## src/rtl/zpb_pkg.sv

```systemverilog
package zpb_pkg;

  // Operation classes recognised by the decoder
  typedef enum logic [2:0] {
    K_NONE,
    K_CLR_BIT,
    K_SET_BIT,
    K_BR_CLR,
    K_BR_SET,
    K_TST_SET,
    K_TST_RST,
    K_BIT_TEST
  } op_kind_e;

  // Sequencer states
  typedef enum logic [2:0] {
    S_IDLE,
    S_RD,
    S_RWAIT,
    S_WR,
    S_DONE
  } seq_state_e;

  localparam int COST_W = 4;
  localparam logic [COST_W-1:0] COST_BITOP   = 4'd5;
  localparam logic [COST_W-1:0] COST_MASK_ZP = 4'd5;
  localparam logic [COST_W-1:0] COST_MASK_AB = 4'd6;
  localparam logic [COST_W-1:0] COST_TST_ZP  = 4'd3;
  localparam logic [COST_W-1:0] COST_TST_OTH = 4'd4;
  localparam logic [COST_W-1:0] COST_SHORT   = 4'd2;

endpackage

```

## src/rtl/zpb_decode.sv

```systemverilog
module zpb_decode
  import zpb_pkg::*;
#(
  parameter int DATA_W = 8,
  parameter int OP_W   = 8,
  localparam int IDX_W = $clog2(DATA_W)
) (
  input  logic [OP_W-1:0]   opcode,
  output op_kind_e          kind,
  output logic [DATA_W-1:0] mask,
  output logic              needs_rd,
  output logic              needs_wr,
  output logic              is_imm,
  output logic [COST_W-1:0] cost
);

  // One-hot bit select from the opcode index field
  for (genvar i = 0; i < DATA_W; i++) begin : g_mask
    assign mask[i] = (opcode[4 +: IDX_W] == IDX_W'(i));
  end

  always_comb begin
    kind     = K_NONE;
    needs_rd = 1'b0;
    needs_wr = 1'b0;
    is_imm   = 1'b0;
    cost     = COST_SHORT;
    casez (opcode)
      8'b0???_0111: begin
        kind = K_CLR_BIT; needs_rd = 1'b1; needs_wr = 1'b1; cost = COST_BITOP;
      end
      8'b1???_0111: begin
        kind = K_SET_BIT; needs_rd = 1'b1; needs_wr = 1'b1; cost = COST_BITOP;
      end
      8'b0???_1111: begin
        kind = K_BR_CLR; needs_rd = 1'b1; cost = COST_BITOP;
      end
      8'b1???_1111: begin
        kind = K_BR_SET; needs_rd = 1'b1; cost = COST_BITOP;
      end
      8'h04: begin
        kind = K_TST_SET; needs_rd = 1'b1; needs_wr = 1'b1; cost = COST_MASK_ZP;
      end
      8'h0C: begin
        kind = K_TST_SET; needs_rd = 1'b1; needs_wr = 1'b1; cost = COST_MASK_AB;
      end
      8'h14: begin
        kind = K_TST_RST; needs_rd = 1'b1; needs_wr = 1'b1; cost = COST_MASK_ZP;
      end
      8'h1C: begin
        kind = K_TST_RST; needs_rd = 1'b1; needs_wr = 1'b1; cost = COST_MASK_AB;
      end
      8'h24: begin
        kind = K_BIT_TEST; needs_rd = 1'b1; cost = COST_TST_ZP;
      end
      8'h2C, 8'h34, 8'h3C: begin
        kind = K_BIT_TEST; needs_rd = 1'b1; cost = COST_TST_OTH;
      end
      8'h89: begin
        kind = K_BIT_TEST; is_imm = 1'b1; cost = COST_SHORT;
      end
      default: begin
        kind = K_NONE;
      end
    endcase
  end

endmodule

```

## src/rtl/zpb_alu.sv

```systemverilog
module zpb_alu
  import zpb_pkg::*;
#(
  parameter int DATA_W = 8
) (
  input  op_kind_e          kind,
  input  logic              is_imm,
  input  logic [DATA_W-1:0] mask,
  input  logic [DATA_W-1:0] acc,
  input  logic [DATA_W-1:0] opnd,
  output logic [DATA_W-1:0] wdata,
  output logic              taken,
  output logic              new_z,
  output logic              new_n,
  output logic              new_v,
  output logic              upd_z,
  output logic              upd_n,
  output logic              upd_v
);

  logic [DATA_W-1:0] overlap;
  logic [DATA_W-1:0] sel_bit;

  assign overlap = acc & opnd;
  assign sel_bit = opnd & mask;
  assign new_z   = (overlap == '0);
  assign new_n   = opnd[DATA_W-1];
  assign new_v   = opnd[DATA_W-2];

  always_comb begin
    wdata = opnd;
    taken = 1'b0;
    upd_z = 1'b0;
    upd_n = 1'b0;
    upd_v = 1'b0;
    unique case (kind)
      K_CLR_BIT:  wdata = opnd & ~mask;
      K_SET_BIT:  wdata = opnd | mask;
      K_BR_CLR:   taken = (sel_bit == '0);
      K_BR_SET:   taken = (sel_bit != '0);
      K_TST_SET: begin
        wdata = opnd | acc;
        upd_z = 1'b1;
      end
      K_TST_RST: begin
        wdata = opnd & ~acc;
        upd_z = 1'b1;
      end
      K_BIT_TEST: begin
        upd_z = 1'b1;
        upd_n = !is_imm;
        upd_v = !is_imm;
      end
      default: ;
    endcase
  end

endmodule

```

## src/rtl/zpb_seq.sv

```systemverilog
module zpb_seq
  import zpb_pkg::*;
#(
  parameter int ADDR_W = 16,
  parameter int DATA_W = 8,
  parameter int OP_W   = 8
) (
  input  logic              clk,
  input  logic              rst_n,
  input  logic              cmd_valid,
  output logic              cmd_ready,
  input  logic [OP_W-1:0]   cmd_opcode,
  input  logic [DATA_W-1:0] cmd_acc,
  input  logic [DATA_W-1:0] cmd_operand,
  input  logic [ADDR_W-1:0] cmd_addr,
  input  logic [ADDR_W-1:0] cmd_pc,
  input  logic [ADDR_W-1:0] cmd_target,
  input  logic              needs_rd,
  input  logic              needs_wr,
  input  logic [DATA_W-1:0] wr_data,
  output logic              mem_req_valid,
  input  logic              mem_req_ready,
  output logic              mem_req_we,
  output logic [ADDR_W-1:0] mem_req_addr,
  output logic [DATA_W-1:0] mem_req_wdata,
  input  logic              mem_rsp_valid,
  output logic              mem_rsp_ready,
  input  logic [DATA_W-1:0] mem_rsp_rdata,
  output logic              idle,
  output logic              done,
  output logic [OP_W-1:0]   op_q,
  output logic [DATA_W-1:0] acc_q,
  output logic [DATA_W-1:0] opnd_q,
  output logic [ADDR_W-1:0] pc_q,
  output logic [ADDR_W-1:0] tgt_q
);

  seq_state_e        state_q;
  logic [ADDR_W-1:0] addr_q;
  logic              wr_pend_q;

  always_ff @(posedge clk or negedge rst_n) begin
    if (!rst_n) begin
      state_q   <= S_IDLE;
      op_q      <= '0;
      acc_q     <= '0;
      opnd_q    <= '0;
      addr_q    <= '0;
      pc_q      <= '0;
      tgt_q     <= '0;
      wr_pend_q <= 1'b0;
    end else begin
      unique case (state_q)
        S_IDLE: begin
          if (cmd_valid) begin
            op_q      <= cmd_opcode;
            acc_q     <= cmd_acc;
            opnd_q    <= cmd_operand;
            addr_q    <= cmd_addr;
            pc_q      <= cmd_pc;
            tgt_q     <= cmd_target;
            wr_pend_q <= needs_wr;
            state_q   <= needs_rd ? S_RD : S_DONE;
          end
        end
        S_RD: begin
          if (mem_req_ready) state_q <= S_RWAIT;
        end
        S_RWAIT: begin
          if (mem_rsp_valid) begin
            opnd_q  <= mem_rsp_rdata;
            state_q <= wr_pend_q ? S_WR : S_DONE;
          end
        end
        S_WR: begin
          if (mem_req_ready) state_q <= S_DONE;
        end
        S_DONE: begin
          state_q <= S_IDLE;
        end
        default: state_q <= S_IDLE;
      endcase
    end
  end

  assign idle          = (state_q == S_IDLE);
  assign cmd_ready     = idle;
  assign done          = (state_q == S_DONE);
  assign mem_req_valid = (state_q == S_RD) || (state_q == S_WR);
  assign mem_req_we    = (state_q == S_WR);
  assign mem_req_addr  = addr_q;
  assign mem_req_wdata = wr_data;
  assign mem_rsp_ready = (state_q == S_RWAIT);

  // Port-level history used by the ordering check
  logic              seen_rd_q;
  logic              seen_rsp_q;
  logic [ADDR_W-1:0] seen_addr_q;

  always_ff @(posedge clk or negedge rst_n) begin
    if (!rst_n) begin
      seen_rd_q   <= 1'b0;
      seen_rsp_q  <= 1'b0;
      seen_addr_q <= '0;
    end else if (cmd_valid && cmd_ready) begin
      seen_rd_q   <= 1'b0;
      seen_rsp_q  <= 1'b0;
    end else begin
      if (mem_req_valid && mem_req_ready && !mem_req_we) begin
        seen_rd_q   <= 1'b1;
        seen_addr_q <= mem_req_addr;
      end
      if (mem_rsp_valid && mem_rsp_ready) seen_rsp_q <= 1'b1;
    end
  end

  // a write only follows an accepted read response at the same address
  p_wr_after_rd_r7: assert property (@(posedge clk) disable iff (!rst_n)
    mem_req_valid && mem_req_we |-> seen_rd_q && seen_rsp_q && (mem_req_addr == seen_addr_q));

  // a stalled request keeps its content
  p_req_hold_r9: assert property (@(posedge clk) disable iff (!rst_n)
    mem_req_valid && !mem_req_ready |=> mem_req_valid && $stable(mem_req_addr)
      && $stable(mem_req_we) && $stable(mem_req_wdata));

  // completion lasts one cycle
  p_done_pulse_r9: assert property (@(posedge clk) disable iff (!rst_n)
    done |=> !done);

  // no second command while one is in flight
  p_busy_after_accept_r9: assert property (@(posedge clk) disable iff (!rst_n)
    cmd_valid && cmd_ready |=> !cmd_ready);

endmodule

```

## src/rtl/zp_bitop_unit.sv

```systemverilog
module zp_bitop_unit
  import zpb_pkg::*;
#(
  parameter int ADDR_W = 16,
  parameter int DATA_W = 8,
  parameter int OP_W   = 8
) (
  input  logic              clk,
  input  logic              rst_n,
  input  logic              cmd_valid,
  output logic              cmd_ready,
  input  logic [OP_W-1:0]   cmd_opcode,
  input  logic [DATA_W-1:0] cmd_acc,
  input  logic [DATA_W-1:0] cmd_operand,
  input  logic [ADDR_W-1:0] cmd_addr,
  input  logic [ADDR_W-1:0] cmd_pc,
  input  logic [ADDR_W-1:0] cmd_target,
  output logic              mem_req_valid,
  input  logic              mem_req_ready,
  output logic              mem_req_we,
  output logic [ADDR_W-1:0] mem_req_addr,
  output logic [DATA_W-1:0] mem_req_wdata,
  input  logic              mem_rsp_valid,
  output logic              mem_rsp_ready,
  input  logic [DATA_W-1:0] mem_rsp_rdata,
  output logic              done,
  output logic [COST_W-1:0] cost,
  output logic              br_taken,
  output logic [ADDR_W-1:0] br_target,
  output logic [ADDR_W-1:0] pc_next,
  output logic              flag_z,
  output logic              flag_n,
  output logic              flag_v,
  output logic              upd_z,
  output logic              upd_n,
  output logic              upd_v
);

  logic              idle;
  logic [OP_W-1:0]   op_q;
  logic [DATA_W-1:0] acc_q;
  logic [DATA_W-1:0] opnd_q;
  logic [ADDR_W-1:0] pc_q;
  logic [ADDR_W-1:0] tgt_q;
  logic [OP_W-1:0]   dec_op;

  op_kind_e          kind;
  logic [DATA_W-1:0] mask;
  logic              needs_rd;
  logic              needs_wr;
  logic              is_imm;
  logic [DATA_W-1:0] wr_data;
  logic              taken;
  logic              a_upd_z;
  logic              a_upd_n;
  logic              a_upd_v;

  // Decode the incoming opcode while idle so dispatch needs no extra cycle
  assign dec_op = idle ? cmd_opcode : op_q;

  zpb_decode #(.DATA_W(DATA_W), .OP_W(OP_W)) u_decode (
    .opcode   (dec_op),
    .kind     (kind),
    .mask     (mask),
    .needs_rd (needs_rd),
    .needs_wr (needs_wr),
    .is_imm   (is_imm),
    .cost     (cost)
  );

  zpb_alu #(.DATA_W(DATA_W)) u_alu (
    .kind   (kind),
    .is_imm (is_imm),
    .mask   (mask),
    .acc    (acc_q),
    .opnd   (opnd_q),
    .wdata  (wr_data),
    .taken  (taken),
    .new_z  (flag_z),
    .new_n  (flag_n),
    .new_v  (flag_v),
    .upd_z  (a_upd_z),
    .upd_n  (a_upd_n),
    .upd_v  (a_upd_v)
  );

  zpb_seq #(.ADDR_W(ADDR_W), .DATA_W(DATA_W), .OP_W(OP_W)) u_seq (
    .clk           (clk),
    .rst_n         (rst_n),
    .cmd_valid     (cmd_valid),
    .cmd_ready     (cmd_ready),
    .cmd_opcode    (cmd_opcode),
    .cmd_acc       (cmd_acc),
    .cmd_operand   (cmd_operand),
    .cmd_addr      (cmd_addr),
    .cmd_pc        (cmd_pc),
    .cmd_target    (cmd_target),
    .needs_rd      (needs_rd),
    .needs_wr      (needs_wr),
    .wr_data       (wr_data),
    .mem_req_valid (mem_req_valid),
    .mem_req_ready (mem_req_ready),
    .mem_req_we    (mem_req_we),
    .mem_req_addr  (mem_req_addr),
    .mem_req_wdata (mem_req_wdata),
    .mem_rsp_valid (mem_rsp_valid),
    .mem_rsp_ready (mem_rsp_ready),
    .mem_rsp_rdata (mem_rsp_rdata),
    .idle          (idle),
    .done          (done),
    .op_q          (op_q),
    .acc_q         (acc_q),
    .opnd_q        (opnd_q),
    .pc_q          (pc_q),
    .tgt_q         (tgt_q)
  );

  assign br_taken  = done & taken;
  assign br_target = tgt_q;
  assign pc_next   = taken ? tgt_q : pc_q;
  assign upd_z     = done & a_upd_z;
  assign upd_n     = done & a_upd_n;
  assign upd_v     = done & a_upd_v;

  // single-bit operations never touch flags
  p_bitop_no_flags_r1: assert property (@(posedge clk) disable iff (!rst_n)
    done && (op_q[2:0] == 3'b111) |-> !upd_z && !upd_n && !upd_v);

  // only the bit-branch column can take a branch
  p_taken_only_branch_r2: assert property (@(posedge clk) disable iff (!rst_n)
    br_taken |-> (op_q[3:0] == 4'hF));

  // N and V are only written together with Z
  p_nv_with_z_r4: assert property (@(posedge clk) disable iff (!rst_n)
    done && (upd_n || upd_v) |-> upd_z && upd_n && upd_v);

  // the immediate form never reaches memory
  p_imm_no_mem_r5: assert property (@(posedge clk) disable iff (!rst_n)
    cmd_valid && cmd_ready && (cmd_opcode == 8'h89) |=> !mem_req_valid);

endmodule

```

## config.mk

```make
export PLATFORM = sky130hd
export DESIGN_NAME = zp_bitop_unit
export DESIGN_NICKNAME = d
export VERILOG_FILES = /design/src/rtl/zpb_pkg.sv /design/src/rtl/zpb_decode.sv /design/src/rtl/zpb_alu.sv /design/src/rtl/zpb_seq.sv /design/src/rtl/zp_bitop_unit.sv
export SDC_FILE = /design/constraint.sdc
export NUM_CORES = 1
export LEC_CHECK = 0
export BUFFER_PORTS_ARGS = -buffer_cell sky130_fd_sc_hd__buf_2
export CORE_UTILIZATION = 45
export CTS_CLUSTER_SIZE = 20
export DETAILED_ROUTE_END_ITERATION = 12
export HOLD_SLACK_MARGIN = 0.1
export PLACE_DENSITY = 0.74
export SETUP_SLACK_MARGIN = 0.02
export SYNTH_ARGS = -nofsm -noshare
export SYNTH_HDL_FRONTEND = slang
export SYNTH_SLANG_ARGS = --single-unit
```

## constraint.sdc

```tcl
create_clock -name clk -period 5.75 [get_ports clk]
set_input_delay 1.15 -clock clk [delete_from_list [all_inputs] [get_ports clk]]
set_output_delay 1.15 -clock clk [all_outputs]
set_load 0.02 [all_outputs]
```

# After elaboration in Yosys (flattened, before gate mapping)
# Index checks and enable logic that the tools add are counted.
dict set report classes {
  n_addsub 0
  multipliers 0
  n_div 0
  n_lt_le_gt_ge 0
  n_eq_ne 35
  shifts 0
  mux 21
  bitwise 11
  n_reduce_logical 20
}
# cell count
set ops {}
lappend ops {{8-bit bitwise AND} 4}
lappend ops {{8-bit by 6-bit == test with 1-bit output, second input constant} 4}
lappend ops {{8-bit case mux with 4 select lines} 1}
lappend ops {{3-bit == test, second input constant} 9}
lappend ops {{8-bit two-way mux} 3}
lappend ops {{3-bit case mux with 4 select lines} 2}
lappend ops {{3-bit case mux with 7 select lines} 1}
lappend ops {{3-bit by 2-bit == test with 1-bit output, second input constant} 6}
lappend ops {{3-bit two-way mux} 6}
lappend ops {{8-bit by 5-bit == test with 1-bit output, second input constant} 2}
lappend ops {{8-bit logical NOT} 2}
lappend ops {{16-bit two-way mux} 1}
lappend ops {{8-bit inverter} 2}
lappend ops {{8-bit OR} 2}
lappend ops {{8-bit case mux with 2 select lines} 1}
lappend ops {{12-bit OR reduction} 1}
lappend ops {{6-bit OR reduction} 2}
lappend ops {{5-bit == test, second input constant} 2}
lappend ops {{3-bit by 1-bit == test with 1-bit output, second input constant} 3}
lappend ops {{8-bit by 3-bit == test with 1-bit output, second input constant} 1}
lappend ops {{8-bit by 4-bit == test with 1-bit output, second input constant} 1}
lappend ops {{8-bit == test, second input constant} 1}
lappend ops {{2-bit inequality test, second input constant} 4}
lappend ops {{8-bit nonzero test} 1}
lappend ops {{15 further kinds} 25}
dict set report totals {
  register_bits 76
  latch_bits 0
  mem_bits_rw 0
  romBits 0
  inputBits 85
  out_inout_bits 72
  word_cells 95
  memories 0
}

# Longest topological paths before layout
dict set report logic_depth {
  depth_word 9
  depth_mapped 11
  depth_no_buf 7
}

# Cells and area by module
# Synthesis repeated with hierarchy kept, for this count alone.
dict set report unflattened {
  hier_cells 369
  hier_area_um2 4586.9
}
# module n_inst cells_each area_each_um2 seq_area_each_um2
set by_module_without_submodules {}
lappend by_module_without_submodules {zpb_seq 1 207 3379.5 1901.8}
lappend by_module_without_submodules {zpb_alu 1 94 611.8 0.0}
lappend by_module_without_submodules {zp_bitop_unit 1 31 366.6 0.0}
lappend by_module_without_submodules {zpb_decode 1 37 229.0 0.0}

# Worst setup path before layout
# OpenSTA, ideal clock, no wires.
dict set report synth_path {
  kind {input to output}
  startpoint {input port cmd_opcode[4]}
  endpoint {output port pc_next[10]}
  arrival_time_ps 3101
  t_required_ps 4600
  setup_slack_ps 1499
  stages 8
  path_buffers 2
  cell_sequence {clkbuf_1 > or4bb_1 > a21oi_1 > a221oi_2 > o2111ai_2 > mux2i_4 > buf_8 > mux2_4}
}
dict set report synth_via {
  elab_chain_cells 7
  word_cells_on_any_way 29
  classes_between {18 x eq/ne; 4 x mux; 1 x bitwise; 6 x reduce/logical}
}
# element line_no
set synth_rtl {}
lappend synth_rtl {{start, declared} zp_bitop_unit.sv:12} ;# input logic [OP_W-1:0] cmd_opcode,
lappend synth_rtl {{8-bit two-way mux *} zp_bitop_unit.sv:59} ;# assign dec_op = idle ? cmd_opcode : op_q;
lappend synth_rtl {{8-bit by 6-bit == test with 1-bit output, or another cell as far along} zpb_decode.sv:28} ;# casez (opcode)
lappend synth_rtl {{5-bit OR reduction (no line) or 2-bit OR reduction (tied branches)} n/a}
lappend synth_rtl {{3-bit case mux with 7 select lines} zpb_decode.sv:28}
lappend synth_rtl {{3-bit == test or 3-bit by 2-bit == test with 1-bit output (tied branches)} zpb_alu.sv:36} ;# unique case (kind)
lappend synth_rtl {{1-bit case mux with 2 select lines *} zpb_alu.sv:36}
lappend synth_rtl {{16-bit two-way mux *} zp_bitop_unit.sv:120} ;# assign pc_next = taken ? tgt_q : pc_q;
lappend synth_rtl {{end, declared} zp_bitop_unit.sv:30} ;# output logic [ADDR_W-1:0] pc_next,
# Mark *: on every way between the ends. The rest lies on a longest branch, timed or not.

# Worst setup path after layout
dict set report layout_path {
  startpoint {register u_seq.state_q[1]}
  endpoint {output port pc_next[1]}
}
dict set report layout_via {
  elab_chain_cells 8
  word_cells_on_any_way 34
  classes_between {22 x eq/ne; 4 x mux; 1 x bitwise; 7 x reduce/logical}
}
# element line_no
set layout_rtl {}
lappend layout_rtl {{start, declared} zpb_seq.sv:38} ;# seq_state_e state_q;
lappend layout_rtl {{start signal, assigned} zpb_seq.sv:63} ;# state_q <= needs_rd ? S_RD : S_DONE;
lappend layout_rtl {{start signal, assigned} zpb_seq.sv:72} ;# state_q <= wr_pend_q ? S_WR : S_DONE;
lappend layout_rtl {{3-bit logical NOT *} zpb_seq.sv:86} ;# assign idle = (state_q == S_IDLE);
lappend layout_rtl {{8-bit two-way mux *} zp_bitop_unit.sv:59}
lappend layout_rtl {{8-bit by 6-bit == test with 1-bit output, or another cell as far along} zpb_decode.sv:28}
lappend layout_rtl {{5-bit OR reduction (no line) or 2-bit OR reduction (tied branches)} n/a}
lappend layout_rtl {{3-bit case mux with 7 select lines} zpb_decode.sv:28}
lappend layout_rtl {{3-bit == test or 3-bit by 2-bit == test with 1-bit output (tied branches)} zpb_alu.sv:36}
lappend layout_rtl {{1-bit case mux with 2 select lines *} zpb_alu.sv:36}
lappend layout_rtl {{16-bit two-way mux *} zp_bitop_unit.sv:120}
# Marks and branches as above.

==> flow_summary.toml <==
[floorplan]
fp.dieH_um = 97.3
start_util_pct = 46.6
io_pins = 157
die_w_um = 97.3
rows = 34
dieArea_um2 = 9460
core-area_um2 = 8760

[global_routing]
grt_pass1_wl_um = 18900
first_global_vias = 3873
grt_overflow = 0
grt_max_degree = 77
antenna_found_initial = 0
grtUsageTotal_pct = 24.9

[detailed_routing]
ant_nets = 0
via_per_inst = 5.44
drc = 0
drt_pass1_iterations = 5
routed_wl_um = 11600
wl_per_cell_um = 15.5
vias = 4084
drtIter0Drc = 265

[final_layout]
post-route-util_pct = 58.0
n_fill_cell = 790
fin_nets = 723
drive_gt1_share_pct = 30.8
antennaDiodeCount = 0
area_growth_syn_to_layout_pct = 24.4

[cts]
cts_root_buf = "clkbuf_8"
numCtsBuffers = 9
ctsHoldBuffers = 0
tritoncts = "built"
htreeDepth = 3
clkSinkCount = 76
clk_path_buf_depth = 2
post_cts_resize_count = 0
post_cts_buffers = 0
clkTransAtPathRegs_ns = 0.09
clk_latency_ns = 0.36

[critical_path]
critPathBufInv = 2
start_kind = "flop"
crit_slowest_cell = "mux2i_4"
worstPathMaxFanout = 20
path_cells = "or3_1, inv_2, nand3_1, a21boi_0, o2111ai_2, mux2i_4, mux2_2, buf_2"
cp-end-kind = "output pin"
crit_type = "reg -> out"
crit_required_ns = 4.60
path_delay_family = "multiplexers"
max_stage_delay_ns = 0.77
arrival_ns = 3.89

[run]
maxCapViolations = 0

[sta]
worst_slew_pin_slew_ns = 0.968
fin_ws_ns = 0.706
relSlewSlack_pct = 35.5
setup_tns_ns = 0
hold_viol_final = 0
setup_viol = 0
rsz0062_at_grt = "no"
clock_skew_ns = 0.00922
fmax_mhz = 198
slew_viol_final = 0
fin_crit_sh_pct = 87.7
period_needed_ns = 5.04
whs_ns = 0.480

[synth]
seq_area_frac_synth_pct = 46.6
yosysWarnings = 0
synthTopCellsByArea = "dfrtp_1, nand2_1, mux2_4"
synth-async-reset-ratio_pct = 100
synth.most_common_cell = "nand2_1"
synth-compound-area-share_pct = 11.1
synth_top_family_by_area = "simple AND/OR/NAND/NOR gates"
synth_common_cells = "nand2_1, dfrtp_1, nor2_1"
syn_avg_cell_area_um2 = 8.20
yosys_register_bits = 76
netlist_area_um2 = 4090
synth_nets = 583
yosys.area_share.simple_pct = 29.5
synth_edf_count = 0
synthAdderAreaFrac_pct = 0
yosysTopAreaCell = "dfrtp_1"
ys_types = 48
synthFlopType = "dfrtp_1"
muxShareOfSynthArea_pct = 8.94
synth_xor_area_share_pct = 0
netlist_instances = 498
synth_top_area_share_pct = 46.6

[power_and_ir_drop]
power_w = 0.00297
leakagePower_nw = 2.72
powerDensity_nw_per_um2 = 584
ir_worst_vdd_uv = 286

[placed_design]
pre_cts_slack_ns = 0.995
port-buffer-count = 155
dp_hpwl_um = 8170
gp_congestion = 0.853

[hold_path]
worstHoldPathType = "reg -> reg"

[status]
status = "completed"
==> area by class of cell <==
type                       instances  area, um2  area share, %
sequential                        76       1900           37.4
inverter                           4       15.0          0.295
multi-input combinational        389       2030           40.0
timing repair buffer             158        801           15.8
clock buffer                      10        128           2.51
tap                              108        135           2.66
clock inverter                     6       71.3           1.40
==> worst reg2reg max path, cell delays in order, from the launching register on <==
cell and delay (ns):
dfrtp_1 0.48, or3_1 0.68, inv_2 0.42, nand2_2 0.49
buf_4 0.45, o22ai_1 0.31, nor2_1 0.07
==> sequential cells by signal, summed over array words and instances, names as in the netlist <==
name                cells
u_seq.op_q              8
u_seq.state_q           3
u_seq.pc_q             16
u_seq.opnd_q            8
u_seq.acc_q             8
u_seq.mem_req_addr     16
u_seq.tgt_q            16
u_seq.wr_pend_q         1
==> path summary, 6_finish.rpt <==
path	startpoint	end	slack [ns]	cells after the start
worst max-delay path	u_seq.state_q[1]	pc_next[1]	0.71	8
worst min-delay path	u_seq.mem_req_addr[3]	u_seq.mem_req_addr[3]	0.48	2
worst max register to register	u_seq.state_q[1]	u_seq.opnd_q[4]	2.74	6
worst min register to register	u_seq.mem_req_addr[3]	u_seq.mem_req_addr[3]	0.48	2
max in group asynchronous	rst_n	u_seq.state_q[0]	4.18	1
min in group asynchronous	rst_n	u_seq.op_q[3]	0.92	1
==> power breakdown <==
part,total [W],switching (W),internal (W)
clock network,0.000423,0.000218,0.000205
registers,0.00104,0.000249,0.000789
logic,0.00151,0.000962,0.000545
==> metrics by stage <==
stage,cells,area (um2)
2_1_floorplan,498,4090
3_3_place_gp,735,4880
3_5_place_dp,735,4880
4_1_cts,751,5080
5_1_grt,751,5080
6_report,751,5080
==> cell families (layout without fill, tap and decap cells) <==
kind of cell / after synthesis / in the layout
other cells: 1 / 1
simple gates: 287 / 287
buf+inv: 33 / 178
flops: 76 / 76
compound gates: 72 / 72
mux: 29 / 29
==> per-layer routing <==
metal | vias up | part of all wire (%) | track usage (%)
met3 | 16 | 7.4 | 4.32
met4 | 0 | 1.5 | 8.26
li1 | 1927 | - | -
met2 | 177 | 47 | 39.9
met1 | 1964 | 44 | 34.3
met5 | - | 0 | 0
==> placed cells by master (no fill, tap or decap), types with 2 or more instances in the layout <==
master | Yosys | routed
a21boi_0 | 2 | 2
a21oi_1 | 21 | 21
a22oi_1 | 8 | 8
a31oi_1 | 2 | 2
and2_1 | 5 | 4
buf_2 | 1 | 154
buf_4 | 3 | 4
clkbuf_8 | 0 | 9
clkinvlp_4 | 0 | 2
dfrtp_1 | 76 | 76
inv_1 | 3 | 3
inv_6 | 0 | 3
mux2_1 | 2 | 2
mux2_2 | 8 | 8
mux2_4 | 10 | 10
mux2i_1 | 8 | 8
nand2_1 | 212 | 211
nand2b_1 | 6 | 6
nand3b_1 | 4 | 4
nand4_1 | 4 | 4
nand4b_1 | 2 | 2
nor2_1 | 31 | 31
nor2b_1 | 3 | 3
nor3_1 | 7 | 7
nor3b_1 | 4 | 4
nor4_1 | 2 | 2
nor4b_1 | 2 | 2
o21a_1 | 2 | 2
o21ai_0 | 17 | 17
o22ai_1 | 11 | 11
Power figures use the tool's default switching activity.
